`src/rtl/yuv422_rx_pkg.sv`:
```
package yuv422_rx_pkg;
    typedef enum logic [1:0] {
        PH_CB = 2'd0,
        PH_Y0 = 2'd1,
        PH_CR = 2'd2,
        PH_Y1 = 2'd3
    } phase_t;

    typedef struct packed {
        logic wide;
        logic en_pol;
        logic pv_en;
    } rx_cfg_t;
endpackage

```
`src/rtl/yuv422_rx_cfg.sv`:
```
module yuv422_rx_cfg
    import yuv422_rx_pkg::*;
(
    input  logic    clk,
    input  logic    rst_n,
    input  rx_cfg_t cfg_in,
    output rx_cfg_t cfg_q
);
    // Capture configuration only while the block is held in reset
    always_ff @(posedge clk) begin
        if (!rst_n) cfg_q <= cfg_in;
    end

    a_r8_cfg_frozen: assert property (@(posedge clk) disable iff (!rst_n)
        $past(rst_n) |-> $stable(cfg_q))
        else $error("R8 configuration changed outside reset");
endmodule

```
`src/rtl/yuv422_rx_qual.sv`:
```
module yuv422_rx_qual
    import yuv422_rx_pkg::*;
(
    input  rx_cfg_t cfg,
    input  logic    half_en,
    input  logic    pix_valid,
    output logic    qual
);
    logic pv_ok;
    logic phase_ok;

    always_comb begin
        pv_ok    = !cfg.pv_en || pix_valid;
        phase_ok = cfg.wide ? (half_en == cfg.en_pol) : 1'b1;
        qual     = pv_ok && phase_ok;
    end
endmodule

```
`src/rtl/yuv422_rx_fsm.sv`:
```
module yuv422_rx_fsm
    import yuv422_rx_pkg::*;
#(
    parameter int DW = 8
) (
    input  logic          clk,
    input  logic          rst_n,
    input  logic          wide,
    input  logic          qual,
    input  logic          line_start,
    input  logic [DW-1:0] bus_lo,
    input  logic [DW-1:0] bus_hi,
    output logic          out_valid,
    output logic [DW-1:0] out_y,
    output logic [DW-1:0] out_c,
    output logic          out_is_cr
);
    phase_t        ph_q;
    phase_t        ph_n;
    logic [DW-1:0] c_hold;
    logic          step;

    assign step = qual && !line_start;

    // Next phase
    always_comb begin
        ph_n = ph_q;
        if (line_start) begin
            ph_n = PH_CB;
        end else if (qual) begin
            if (wide) begin
                ph_n = (ph_q == PH_CB) ? PH_CR : PH_CB;
            end else begin
                unique case (ph_q)
                    PH_CB: ph_n = PH_Y0;
                    PH_Y0: ph_n = PH_CR;
                    PH_CR: ph_n = PH_Y1;
                    PH_Y1: ph_n = PH_CB;
                endcase
            end
        end
    end

    // Phase register
    always_ff @(posedge clk or negedge rst_n) begin
        if (!rst_n) ph_q <= PH_CB;
        else        ph_q <= ph_n;
    end

    // Registered outputs and chroma hold
    always_ff @(posedge clk or negedge rst_n) begin
        if (!rst_n) begin
            out_valid <= 1'b0;
            out_y     <= '0;
            out_c     <= '0;
            out_is_cr <= 1'b0;
            c_hold    <= '0;
        end else begin
            out_valid <= 1'b0;
            if (step) begin
                if (wide) begin
                    out_valid <= 1'b1;
                    out_y     <= bus_lo;
                    out_c     <= bus_hi;
                    out_is_cr <= (ph_q == PH_CR);
                end else begin
                    unique case (ph_q)
                        PH_CB, PH_CR: c_hold <= bus_lo;
                        PH_Y0: begin
                            out_valid <= 1'b1;
                            out_y     <= bus_lo;
                            out_c     <= c_hold;
                            out_is_cr <= 1'b0;
                        end
                        PH_Y1: begin
                            out_valid <= 1'b1;
                            out_y     <= bus_lo;
                            out_c     <= c_hold;
                            out_is_cr <= 1'b1;
                        end
                    endcase
                end
            end
        end
    end

    a_r6_stall_no_beat: assert property (@(posedge clk) disable iff (!rst_n)
        !qual |=> !out_valid)
        else $error("R6 beat without qualified cycle");

    a_r3_no_back_to_back: assert property (@(posedge clk) disable iff (!rst_n)
        (!wide && out_valid) |=> !out_valid)
        else $error("R3 consecutive beats in narrow mode");

    a_r9_line_start_quiet: assert property (@(posedge clk) disable iff (!rst_n)
        line_start |=> !out_valid)
        else $error("R9 beat after line start");

    a_r5_wide_first_cb: assert property (@(posedge clk) disable iff (!rst_n)
        (wide && $past(line_start) && qual && !line_start) |=> (out_valid && !out_is_cr))
        else $error("R5 first wide beat after line start not Cb");
endmodule

```
`src/rtl/yuv422_rx.sv`:
```
module yuv422_rx
    import yuv422_rx_pkg::*;
#(
    parameter int DW = 8
) (
    input  logic          clk,
    input  logic          rst_n,
    input  logic          cfg_wide,
    input  logic          cfg_en_pol,
    input  logic          cfg_pv_en,
    input  logic          line_start,
    input  logic          half_en,
    input  logic          pix_valid,
    input  logic [DW-1:0] bus_lo,
    input  logic [DW-1:0] bus_hi,
    output logic          out_valid,
    output logic [DW-1:0] out_y,
    output logic [DW-1:0] out_c,
    output logic          out_is_cr
);
    rx_cfg_t cfg_in;
    rx_cfg_t cfg_q;
    logic    qual;

    assign cfg_in = '{wide: cfg_wide, en_pol: cfg_en_pol, pv_en: cfg_pv_en};

    yuv422_rx_cfg u_cfg (
        .clk    (clk),
        .rst_n  (rst_n),
        .cfg_in (cfg_in),
        .cfg_q  (cfg_q)
    );

    yuv422_rx_qual u_qual (
        .cfg       (cfg_q),
        .half_en   (half_en),
        .pix_valid (pix_valid),
        .qual      (qual)
    );

    yuv422_rx_fsm #(.DW(DW)) u_fsm (
        .clk        (clk),
        .rst_n      (rst_n),
        .wide       (cfg_q.wide),
        .qual       (qual),
        .line_start (line_start),
        .bus_lo     (bus_lo),
        .bus_hi     (bus_hi),
        .out_valid  (out_valid),
        .out_y      (out_y),
        .out_c      (out_c),
        .out_is_cr  (out_is_cr)
    );
endmodule

```
`config.mk`:
```
export PLATFORM = sky130hd
export DESIGN_NAME = yuv422_rx
export DESIGN_NICKNAME = d
export VERILOG_FILES = /design/src/rtl/yuv422_rx_pkg.sv /design/src/rtl/yuv422_rx_cfg.sv /design/src/rtl/yuv422_rx_qual.sv /design/src/rtl/yuv422_rx_fsm.sv /design/src/rtl/yuv422_rx.sv
export SDC_FILE = /design/constraint.sdc
export NUM_CORES = 1
export LEC_CHECK = 0
export ABC_AREA = 1
export BUFFER_PORTS_ARGS = -buffer_cell sky130_fd_sc_hd__clkbuf_2
export CAP_MARGIN = 5
export CORE_MARGIN = 5
export CORE_UTILIZATION = 50
export CTS_CLUSTER_DIAMETER = 50
export DETAILED_ROUTE_END_ITERATION = 12
export PLACE_DENSITY = 0.77
export REMOVE_ABC_BUFFERS = 1
export SYNTH_ARGS = -nofsm -noshare
export SYNTH_HDL_FRONTEND = slang
export SYNTH_SLANG_ARGS = --single-unit
```
`constraint.sdc`:
```
create_clock -name clk -period 1.73 [get_ports clk]
set_input_delay 0.0865 -clock clk [delete_from_list [all_inputs] [get_ports clk]]
set_output_delay 0.0865 -clock clk [all_outputs]
set_load 0.02 [all_outputs]
```
==> run summary, run 1 <==
The run finished, with violations left. The final reports fail on negative hold slack. The congestion estimate from routability-driven global placement came to between 0.8 and 0.9. The number of H-tree levels is 2. The core area is approximately 2800 um^2. In this run the power spent charging and discharging nets is between 0.0008 and 0.0009 W. The final wirelength came out at ~3400 um. The remaining design rule violation count is 0.

The internal cell power came out at between 0.001 and 0.0015 W. The max-capacitance violation count is 0. After synthesis, the largest family of logic cells by area is simple AND/OR/NAND/NOR gates.

The tightest min-delay check is of the in2reg type. From synthesis to final layout, the design area changed by 29.1%. The final hold violation count is 1.

The aggregate global-route resource usage came out at 18.1%. The first global-routing pass estimated about 5700 um of wire. The mux contribution to synthesized area came out at between 6 and 7%. The aggregate negative setup slack came out at 0 ps. The final number of max-transition violations is 0.

During I/O placement, the number of pins put on the boundary was 42. The slew at the pin closest to its max-slew limit came out at between 600 and 700 ps. For this run, the post-layout net count is between 200 and 250.

The setup-violating endpoint count in the final report came out at 0. Walking the worst path, the cells encountered are inv_1 > ha_1 > nor2_1 > nor3_2 > nand3_1 > nand2_1. In this run the tightest slew margin relative to its limit is between 50% and 60%. Summed over all cells, the static leakage comes to roughly 1.0 nW. The total placed instance area came out at around 1700 um^2. The worst-skew pair later-pin latency came out at 330 ps. The via count of the first global-routing pass came out at about 1300. Of the total power, the share spent switching nets is ~36%. The mean post-synth cell area came out at around 9.5 um^2. The initial standard-cell utilization of the core came out at between 50 and 60%. The worst setup path is launched from a register.

The die width is 63.5 um. The count of inserted antenna diode cells is 0. The longest individual stage delay on the worst path came out at approximately 470 ps.

The final critical path time including I/O delays and setup is between 1500 and 2000 ps. The clock power share is a little over a fifth. The worst setup path is of the reg2reg kind. Setup repair after global routing left no endpoint under its margin. The post-synthesis xor/xnor area fraction is 0%. The share of synthesized cell area in full adder, half adder and majority cells came out at approximately 3.5%. The floorplan step set the die height to about 64 um.

The worst hold path passes through 3 cells. The remaining global-route overflow came out at 0. The floorplan has 19 rows. After clock tree synthesis, the setup repair step added 0 buffers. The fraction of the mapped netlist area in compound gates came out at approximately 1.0%. After synthesis the netlist holds a flip-flop and latch count of 31. The peak clock frequency supported by timing is 0.624 GHz.

The final hold slack is -6.57 ps. The root buffer selected by CTS is clkbuf_4. Clock-pin slew was measured on the worst setup and hold paths at around 90 ps. The synthesized netlist cell count is between 150 and 200. Counting cells, the worst reg-to-reg path comes to 6. The worst-case IR drop observed on VDD is roughly 0.94 mV.

The count of buffers added on input and output ports is about 40. Once detail routing completed, the nets flagged for antenna violations numbered 0. The number of clock sinks is 31. The detailed-route via count came out at 1179.

Power spread over the standard cell area amounts to 1230 nW/um^2. The finished layout holds 241 standard cells, fillers aside. Summing the areas of all and, or, nand and nor instances in the mapped netlist gives 29.1% of the synthesized area. The cell at the slowest stage of the critical path is nor3_2. TritonCTS created 5 clock buffers. The floorplan die area came out at around 4000 um^2. The largest fanout of any net on the critical path came out at 8.

The worst setup path is captured at a register. Combinational cells account for approximately a third of the total power. The CTS tree is built. The part of the total power dissipated in sequential elements is approximately 47%. The total half-perimeter wirelength after legalization and detailed placement is between 2000 and 2500 um. The layout cell share with drive strength beyond 1 came out at around 28%.

The number of library cell types mapped by synthesis came out at 22. The starting DRC count in detailed routing came out at 51. The post-route clock skew is between 1.5 and 2 ps. The area of all placed cells without fillers came out at 1850 um^2. The total iterations of the first detailed-routing run came out at 4. The total instance count after detailed placement came out at 222. The data required time at the worst endpoint is 2000 ps. The initial antenna violation count came out at 0. Entering global routing, the biggest net connects 29 pins. The arrival time of the worst setup path is between 1500 and 2000 ps. The number of warnings issued by yosys is 0. The maximum buffer depth of the clock tree is 2.

The via-per-instance ratio is between 4 and 5. The per-cell routed wire length is ~14 um. After synthesis the cells add up to ~1400 um^2. Of the synthesized area, sequential elements account for a little under three fifths. After layout, the worst path uses between 90% and 100% of the clock period.
-- cells in the mapped netlist --
library cell	instances	share of area (%)
a21oi_1	1	0.35
mux2_2	1	0.79
nor2_8	1	1.4
nand2_2	1	0.44
edfxtp_1	3	6.3
ha_1	4	3.5
o21ai_1	2	0.70
nand4_4	1	1.5
nand4_2	1	0.87
nand2_1	72	19
buf_2	2	0.70
mux2i_1	1	0.70
dfrtp_1	28	49
inv_2	1	0.26
mux2_1	7	5.5
nand3_2	2	1.4
nand3_1	9	3.1
nor3_2	1	0.70
clkinv_1	1	0.26
buf_6	1	0.79
nor2_1	3	0.79
inv_1	8	2.1
-- path summary, 6_finish.rpt --
kind	slack [ps]	start	endpoint
setup / recovery	130	u_fsm.ph_q[0]$_DFFE_PN0P_	u_fsm.c_hold[3]$_DFFE_PN0P_
hold / removal	-7	bus_lo[5]	u_fsm.out_y[5]$_DFFE_PN0P_
setup reg to reg	130	u_fsm.ph_q[0]$_DFFE_PN0P_	u_fsm.c_hold[3]$_DFFE_PN0P_
hold reg to reg	490	u_fsm.c_hold[0]$_DFFE_PN0P_	u_fsm.c_hold[0]$_DFFE_PN0P_
max in group asynchronous	1180	rst_n	u_fsm.out_c[0]$_DFFE_PN0P_
min in group asynchronous	300	rst_n	u_fsm.out_y[7]$_DFFE_PN0P_
-- sequential cells by signal, indices dropped and copies added, names as in the netlist --
register / flops
u_fsm.out_is_cr: 1
u_fsm.ph_q: 2
u_cfg.cfg_q: 3
u_fsm.out_y: 8
u_fsm.out_c: 8
u_fsm.out_valid: 1
u_fsm.c_hold: 8
-- cell type report --
| type | instances | area, um^2 |
|---|---|---|
| timing repair buffer | 54 | 330 |
| fill | 233 | 910 |
| clock buffer | 8 | 68.8 |
| tap | 31 | 38.8 |
| sequential | 31 | 791 |
| inverter | 10 | 37.5 |
| multi-input combinational | 107 | 582 |
-- routing by layer --
layer,up-vias,part of all wire (%),global-route usage (%)
li1,591,-,-
met1,544,39,19.3
met2,35,53,32.5
met3,9,4.9,4.09
met4,0,2.8,9.61
met5,-,0,0
-- cell usage in the layout (no fill, tap or decap), types with 2 or more instances in the layout --
cell type      instances
clkbuf_8               2
dlygate4sd3_1         11
inv_1                  8
buf_4                  2
nand3_2                2
mux2_1                 7
clkbuf_4               5
ha_1                   4
nand3_1                9
dfrtp_1               28
edfxtp_1               3
nor2_1                 3
o21ai_1                2
nand2_1               72
clkbuf_2              41
-- per-stage QoR --
stage               setup WS, ps  total power, W  hold WS (ps)  util, %
global placement             376         0.00174           120     60.5
global route                19.2         0.00242          5.19     67.0
detailed placement           212         0.00179           132     60.5
finish                       127         0.00227         -6.57     67.0
floorplan                    390         0.00151          -209        -
CTS                          184         0.00228         0.749     67.0
-- critical path, delay by kind of cell, from the launching register on --
kind          cells  cell delay, ps
flops             1             420
fa+ha+maj         1             190
simple gates      4             820
buf+inv           1             120
-- cell families after synthesis --
logic type,after synthesis
buf+inv,13
simple gates,91
fa+ha+maj,4
flops,31
compound gates,3
mux,9
-- power groups by stage --
stage	Clock [W]	Sequential, W	Combinational [W]
floorplan	0	0.00122	0.000293
global placement	0	0.00106	0.000681
detailed placement	0	0.00108	0.000707
CTS	0.000481	0.00107	0.000730
global route	0.000518	0.00110	0.000804
finish	0.000479	0.00106	0.000723
-- what timing repair did --
| action | CTS | global route |
|---|---|---|
| endpoints found under the hold margin | 41 | 0 |
| hold buffers | 11 | 0 |
| resized for setup | 0 | 0 |
(Power assumes the default switching activity.)
==> run 2: changes to the inputs <==
- CORE_UTILIZATION: 50 -> 25
- PLACE_DENSITY: 0.77 -> 0.43
- SYNTH_HIERARCHICAL: unset -> 1
- TNS_END_PERCENT: unset -> 30
==> run 2 against run 1 <==
The run now ends clean. Sequential power about the same. Area after synthesis rose by 3.5%. Count of clock-buffer cells in the layout stayed put. Register-to-register slack better by 170 ps. Core utilization is 34 points lower. Flip-flop and latch count is the same. Largest power group unchanged.
==> run summary, run 2 <==
The routability-driven placement congestion ratio came out at 0.730 (-14%). The I/O pin count is 42 (unchanged). The power share of the combinational group was 29.3% (-2.6 points). In the synthesized netlist the dominant register cell turns out to be dfrtp_1.

The fraction of the yosys area taken by sequential cells was 53.4% (-1.9 points). The antenna violation net count after detailed routing is 0 (unchanged). The internal cell power came out at 0.00154 W (+5.8%). The worst supply voltage drop on vdd was 0.305 mV (-68%).

STA classifies the critical path startpoint as a register. The flop and latch count out of synthesis is 31 (unchanged). The initial antenna violation count is 0 (unchanged).

TritonCTS built the clock tree. The maximum buffer depth of the clock tree is 2 (unchanged). The vertical extent of the die came to 87.0 um (+37%).

The worst-skew pair later-pin latency came out at 280 ps (-50 ps). The number of rows in the core area came out at 28 (+9). The number of cells traversed by the worst register-to-register path came out at 11 (+5). The endpoint identified for the worst register-to-register timing path is u_fsm/out_y[1]$_DFFE_PN0P_.

The mean post-synth cell area is 8.37 um^2 (-12%). The detailed-route via count came out at 1263 (+7.1%). The number of clock sinks came to 31 (unchanged). The maximum number of pins on one net before global-route repair is 29 (unchanged). The total power divided by cell area was 1220 nW/um^2 (-0.22%).

The total half-perimeter wirelength after legalization and detailed placement came out at 2620 um (+11%). The data required time at the worst endpoint came out at 1900 ps (-100 ps). The total design power came out at 0.00235 W (+3.8%). The amount of wire on met2 after detailed routing was 1660 um (-7.5%).

nand2_1 is the most common cell in the netlist. The CTS clock-pin slew for the worst setup and hold paths is 60 ps (-30 ps). In the final layout, the registers with the most flip-flops are u_fsm/c_hold (8), u_fsm/out_c (8), u_fsm/out_y (8). The max-capacitance violation count came out at 0 (unchanged).

The longest individual stage delay on the worst path came out at 380 ps (-90 ps). The final number of max-transition violations is 0 (unchanged). The number of instances on the worst hold path is 3 (unchanged). The final critical-path share of the clock period is 82.6% (-10 points). The per-cell routed wire length is 12.2 um (-13%). The flow ran to the end, and the final reports show no timing, DRC or antenna violations. Routed signal wires occupy layers up through met4.

The number of H-tree levels came out at 2 (unchanged). The tree is rooted in a clkbuf_8. The post-synthesis async set-or-reset flop share came out at 90.3% (unchanged).

The area of the mapped netlist is 1480 um^2 (+3.5%). The met3 wire length is 251 um (+54%). The min-delay analysis places its worst path in the category in2reg. The library cell with the largest summed area after synthesis is dfrtp_1. The internal reg-to-reg setup slack is 300 ps (+170 ps). The startpoint identified for the worst hold timing path is bus_lo[1]. The utilization of the core after routing came out at 32.8% (-34 points).

The count of cell instances traversed by the critical path came to 11 (+5). Setup repair after global routing left no endpoint under its margin. By count the netlist is led by nand2_1, dfrtp_1, nand3_1.

The peak clock frequency supported by timing came out at 0.700 GHz (+12%). The number of I/O port buffers is 41 (unchanged). The initial standard-cell utilization of the core is 25.3% (-27 points).

The top-area cell type share of the netlist area is 47.3% (-1.7 points). The tightest slew margin relative to the limit is 74.2% (+15 points). The setup-violating endpoint count in the final report is 0 (unchanged). Traced cell by cell, the critical path runs through inv_1 > nand2_1 > nand3_1 > nand2_1 > inv_1 > inv_2 > nor2_2 > buf_12 > nand2_4 > nand2_1 > nand2_1. The core area came out at 5850 um^2 (+110%). The part of the total power dissipated in sequential elements is 43.9% (-3.1 points). The synthesized netlist cell count came out at 177 (+17%). The buffering stage count on the worst path with inverters included is 4 (+3). The final wirelength is 3710 um (+11%). The library cell used most frequently in the layout, excluding fill and tap cells, is nand2_1. The number of enable-type register cells in the synthesized netlist came out at 3 (unchanged). The die width is 87.0 um (+37%). The arrival time of the worst setup path came out at 1600 ps (-280 ps). The kind of cell adding the most delay to the critical path is simple AND/OR/NAND/NOR gates. The aggregate negative setup slack is 0 ps (unchanged). Ranked by total cell area, the synthesized netlist is headed by dfrtp_1, nand2_1, nand3_1, edfxtp_1, inv_1. The global-route wire length before repair is 6440 um (+13%). The number of clock buffers inserted by TritonCTS came out at 5 (unchanged). The post-route clock skew was 1.76 ps (-0.182 ps). The remaining design rule violation count came to 0 (unchanged). The number of warnings issued by yosys is 6 (+6). STA classifies the critical path endpoint as a register. The largest fanout of any net on the critical path came to 20 (+12).

The number of setup buffers added after CTS came to 0 (unchanged). The layout cell share with drive strength beyond 1 is 26.1% (-2.0 points). The area growth from synthesis to layout is 29.7%.

The remaining global-route overflow is 0 (unchanged). The final critical path time including I/O delays and setup is 1430 ps (-174 ps). The met1 wire length came out at 1740 um (+34%). The floorplan die area came out at 7570 um^2 (+88%).

The final hold violation count came to 0 (-1). By startpoint and endpoint, the worst setup path is classified as reg2reg. The aggregate global-route resource usage was 11.2% (-6.9 points). The leakage power figure is 1.09 nW (+7.2%). Among all stages on the critical path, the largest delay is contributed by edfxtp_1.

The via count of the first global-routing pass came out at 1350 (+3.1%). The starting DRC count in detailed routing came out at 62 (+22%). The layout net count came to 257 (+8.4%). The count of inserted antenna diode cells came out at 0 (unchanged).

The switching power as a share of total power is 34.7% (-1.2 points). The net switching power figure came out at 0.000816 W (+0.21%). The worst register-to-register path begins at u_cfg/cfg_q[1]$_DFFE_PN_. The number of library cell types mapped by synthesis came out at 16 (-27%). The number of filler instances in the final layout is 634 (+170%).

The total iterations of the first detailed-routing run is 4 (unchanged). The clock power share came to 26.7% (+5.6 points). In the layout the commonest cells are nand2_1, clkbuf_2, dfrtp_1. The number of cells upsized or downsized after cts is 0 (unchanged).

By instance count, the cell type seen most on the critical path is nand2_1. The via-per-instance ratio is 4.14 (-15%). The slew at the pin closest to its max-slew limit came out at 387 ps (-220 ps). The endpoint of the worst hold-timing path is u_fsm/c_hold[1]$_DFFE_PN0P_.
## run 2: changes by cell type after synthesis, moves of 6 or more
cell | before | now
nand3_1 | 9 | 27
nand2_1 | 72 | 86
mux2_1 | 7 | 0
inv_1 | 8 | 14
## run 2: worst max path at each step
stage                             startpoint                           to
global placement    u_cfg/cfg_q[1]$_DFFE_PN_  u_fsm/out_is_cr$_DFFE_PN0P_
floorplan           u_cfg/cfg_q[2]$_DFFE_PN_   u_fsm/out_c[0]$_DFFE_PN0P_
finish              u_cfg/cfg_q[1]$_DFFE_PN_   u_fsm/out_y[1]$_DFFE_PN0P_
global route        u_cfg/cfg_q[1]$_DFFE_PN_   u_fsm/out_y[7]$_DFFE_PN0P_
detailed placement  u_cfg/cfg_q[1]$_DFFE_PN_   u_fsm/out_y[7]$_DFFE_PN0P_
CTS                 u_cfg/cfg_q[1]$_DFFE_PN_   u_fsm/out_y[3]$_DFFE_PN0P_
## run 2: worst register-to-register path, stage by stage, from the launching register on
cell,delay (ps)
edfxtp_1,380
inv_1,60
nand2_1,40
nand3_1,60
nand2_1,50
inv_1,70
inv_2,40
nor2_2,120
buf_12,170
nand2_4,160
nand2_1,100
nand2_1,60
## run 2: metal layers
layer,up-vias,GRT usage [%]
li1,652,-
met1,572,13.7
met2,33,17.3
met3,6,4.16
met4,0,5.10
met5,-,0
## run 2: timing repair
action / 4_1_cts / 5_1_grt
endpoints found under the setup margin: 0 / 0
hold endpoints to repair: 31 / 0
hold buffers: 4 / 0
## run 2: area by class of cell
cell class	instances	area, um^2	share of cell area, %
Timing Repair Buffer	51	303	15.8
Clock buffer	8	100	5.21
Multi-Input combinational cell	124	574	29.9
Tap cell	75	93.8	4.88
Inverter	16	60.1	3.13
Sequential cell	31	791	41.1
## run 2: logic make-up (layout without fill, tap and decap cells)
family | Yosys count | count (layout) | synth area share [%]
simple gates | 118 | 118 | 34.7
flops | 31 | 31 | 53.4
buf+inv | 22 | 75 | 7.85
fa+ha+maj | 4 | 4 | 3.38
compound gates | 2 | 2 | 0.676
## run 2: through the flow
stage          setup slack (ps)  hold WS [ps]  std cells  instance area (um^2)
6_report                    301          47.0        305                  1920
5_1_grt                    93.4          56.0        305                  1920
4_1_cts                     285          35.2        305                  1920
3_5_place_dp                292           143        293                  1780
3_3_place_gp                312           141        293                  1780
2_1_floorplan             -22.7          -209        171                  1430
## run 2: power by group through the flow
stage	Combinational, W	Clock, W	Sequential (W)
CTS	0.000705	0.000656	0.00104
global placement	0.000689	0	0.00105
global route	0.000790	0.000686	0.00106
floorplan	0.000277	0	0.00118
detailed placement	0.000696	0	0.00105
finish	0.000690	0.000628	0.00103
==> run 3: changes to the inputs <==
- PLACE_DENSITY: 0.43 -> 0.45
- clock period: 1.73 -> 1.2 ns (I/O delays scaled with it)
==> run 3 against run 2 <==
The flow now finishes with violations (negative setup slack). Count of clock-buffer cells in the layout is 2 lower. Maximum frequency rose by 5.8%. Flip-flop and latch count unchanged. Total power increased by 59%.
==> run summary, run 3 (same netlist as run 2, synthesis figures left out) <==
The net switching power figure is 0.00130 W (+59%). The worst-skew pair later-pin latency is 280 ps (about the same). The largest fanout of any net on the critical path is 5 (-75%).

The internal reg-to-reg setup slack came out at -150 ps (-450 ps). The max-capacitance violation count came out at 0 (unchanged). The switching power as a share of total power came out at 34.8% (+0.10 points).

The final reports fail on negative setup slack. The number of filler instances in the final layout is 611 (-3.6%). The path class of the lowest-slack min-delay path is in2reg. STA classifies the critical path endpoint as a register. The routability-driven placement congestion ratio came out at 0.710 (-2.8%). The total placed instance area is 1880 um^2 (+5.8%). In the layout the commonest cells are nand2_1, clkbuf_2, dfrtp_1. The peak clock frequency supported by timing is 0.740 GHz (+5.8%).

The arrival time of the worst setup path came out at 1530 ps (-70 ps). The count of inserted antenna diode cells came out at 0 (unchanged). Setup repair after global routing could not meet its margin everywhere. The final critical path time including I/O delays and setup was 1350 ps (-77.8 ps). The worst setup path is launched from a register.

The layout cell share with drive strength beyond 1 is 37.1% (+11 points). The layout net count came out at 268 (+4.3%). The remaining global-route overflow is 0 (unchanged). The number of setup buffers added after CTS came out at 0 (unchanged). The power share of the combinational group is 33.2% (+3.9 points). The cell occurring most often along the worst timing path is inv_2. The total half-perimeter wirelength after legalization and detailed placement came out at 2750 um (+4.9%).

The data required time at the worst endpoint is 1380 ps (-520 ps). The core area is 5850 um^2 (unchanged). The tree is rooted in a clkbuf_8. The setup-violating endpoint count in the final report is 28 (+28). The run finished, with violations left. The total power divided by cell area was 1680 nW/um^2 (+38%). The final hold slack came out at 17.8 ps (-29.2 ps). The buffering stage count on the worst path with inverters included is 3 (-1). The minimum setup slack after placement came out at -159 ps (-451 ps). The final wirelength came out at 4270 um (+15%). By startpoint and endpoint, the worst setup path is classified as reg2reg. The internal cell power came out at 0.00244 W (+59%). The vertical extent of the die is 87.0 um (unchanged).

The clock power share is 26.8% (about the same). The post-route clock skew is 3.20 ps (+1.44 ps). The via-per-instance ratio came out at 4.21 (+1.6%). The maximum buffer depth of the clock tree came out at 2 (unchanged).

The longest individual stage delay on the worst path came to 390 ps (about the same). The aggregate negative setup slack is -3120 ps (-3120 ps). The global-route wire length before repair was 6760 um (+4.9%).

The initial standard-cell utilization of the core came out at 25.3% (unchanged). The number of I/O port buffers came out at 41 (unchanged). The worst supply voltage drop on vdd came out at 0.546 mV (+79%). The slew at the pin closest to its max-slew limit came out at 373 ps (-14.6 ps). Walking the worst path, the cells encountered are inv_2 > ha_2 > inv_2 > nand3_4 > clkbuf_16 > nand3_1 > nand2_1. The per-cell routed wire length is 13.6 um (+11%). The number of clock sinks came to 31 (unchanged). The number of clock buffers inserted by TritonCTS came out at 5 (unchanged).

The setup slack of the critical path after layout was -151 ps (-452 ps). Among all stages on the critical path, the largest delay is contributed by dfrtp_1. In the final layout, the registers with the most flip-flops are u_fsm/c_hold (8), u_fsm/out_c (8), u_fsm/out_y (8). The kind of cell adding the most delay to the critical path is flip-flops.

The aggregate global-route resource usage is 11.8% (+0.63 points). The I/O pin count is 42 (unchanged). The remaining design rule violation count is 0 (unchanged).

The detailed-route via count came to 1325 (+4.9%). The via count of the first global-routing pass came out at 1370 (+1.5%). The total iterations of the first detailed-routing run is 4 (unchanged).

The final number of max-transition violations came out at 0 (unchanged). The area of all placed cells without fillers was 2220 um^2 (+15%). The CTS clock-pin slew for the worst setup and hold paths is 70 ps (about the same). The number of H-tree levels is 2 (unchanged). The part of the total power dissipated in sequential elements came out at 40.1% (-3.8 points). The final critical-path share of the clock period came out at 113% (+30 points). The maximum number of pins on one net before global-route repair came out at 29 (unchanged). The starting DRC count in detailed routing is 47 (-24%).

The CTS tree is built. The final hold violation count is 0 (unchanged). The leakage power figure came out at 1.18 nW (+8.1%).

The initial antenna violation count came out at 0 (unchanged). The tightest slew margin relative to the limit is 75.2% (+0.97 points). The number of rows in the core area is 28 (unchanged).

The area growth from synthesis to layout came out at 49.7%. The floorplan die area came out at 7570 um^2 (unchanged). The leading cell type in the layout, fill and taps excluded is nand2_1. The die width was 87.0 um (unchanged). The antenna violation net count after detailed routing is 0 (unchanged).
run 3: stage by stage:
stage,utilization (%),total power (W),std cells
6_report,37.9,0.00373,315
5_1_grt,37.9,0.00397,315
4_1_cts,35.5,0.00367,312
3_5_place_dp,32.2,0.00259,300
3_3_place_gp,32.2,0.00258,300
2_1_floorplan,-,0.00211,171
run 3: timing repair:
action	CTS	global route
pin swaps	1	22
resized for setup	12	19
hold endpoints to repair	31	0
cloned	1	3
endpoints found under the setup margin	28	28
hold buffers	4	0
run 3: path summary, 6_finish.rpt:
check                                              end                         from  depth (start not counted)
min in group asynchronous    u_fsm/ph_q[1]$_DFFE_PN0P_                        rst_n                          3
min reg2reg                u_fsm/c_hold[4]$_DFFE_PN0P_  u_fsm/c_hold[4]$_DFFE_PN0P_                          2
max in group asynchronous  u_fsm/c_hold[7]$_DFFE_PN0P_                        rst_n                          3
min                         u_fsm/out_y[6]$_DFFE_PN0P_                    bus_lo[6]                          3
max                         u_fsm/out_c[1]$_DFFE_PN0P_    u_fsm/ph_q[1]$_DFFE_PN0P_                          7
max reg2reg                 u_fsm/out_c[1]$_DFFE_PN0P_    u_fsm/ph_q[1]$_DFFE_PN0P_                          7
run 3: area by class of cell:
| type | instances | area [um^2] | area share, % |
|---|---|---|---|
| Clock buffer | 6 | 72.6 | 3.27 |
| Tap cell | 75 | 93.8 | 4.23 |
| Sequential cell | 31 | 791 | 35.7 |
| Timing Repair Buffer | 60 | 470 | 21.2 |
| Clock inverter | 1 | 30.0 | 1.35 |
| Inverter | 16 | 60.1 | 2.71 |
| Multi-Input combinational cell | 126 | 699 | 31.5 |
run 3: routing by layer:
layer | global-route usage, % | part of all wire, % | up-vias
li1 | - | - | 681
met4 | 5.52 | 1.9 | 0
met5 | 0 | 0 | -
met3 | 3.41 | 4.5 | 6
met1 | 14.2 | 45 | 605
met2 | 19.3 | 48 | 33
run 3: power by group through the flow:
| stage | registers [W] | logic [W] | clock network, W |
|---|---|---|---|
| floorplan | 0.00171 | 0.000399 | 0 |
| global placement | 0.00151 | 0.00107 | 0 |
| detailed placement | 0.00151 | 0.00108 | 0 |
| CTS | 0.00149 | 0.00115 | 0.00103 |
| global route | 0.00153 | 0.00136 | 0.00108 |
| finish | 0.00150 | 0.00124 | 0.000999 |
run 3: worst min-delay path, delay by kind of cell:
family                 cells  cell delay (ps)
AND/OR/NAND/NOR            2              100
buffers and inverters      1              100
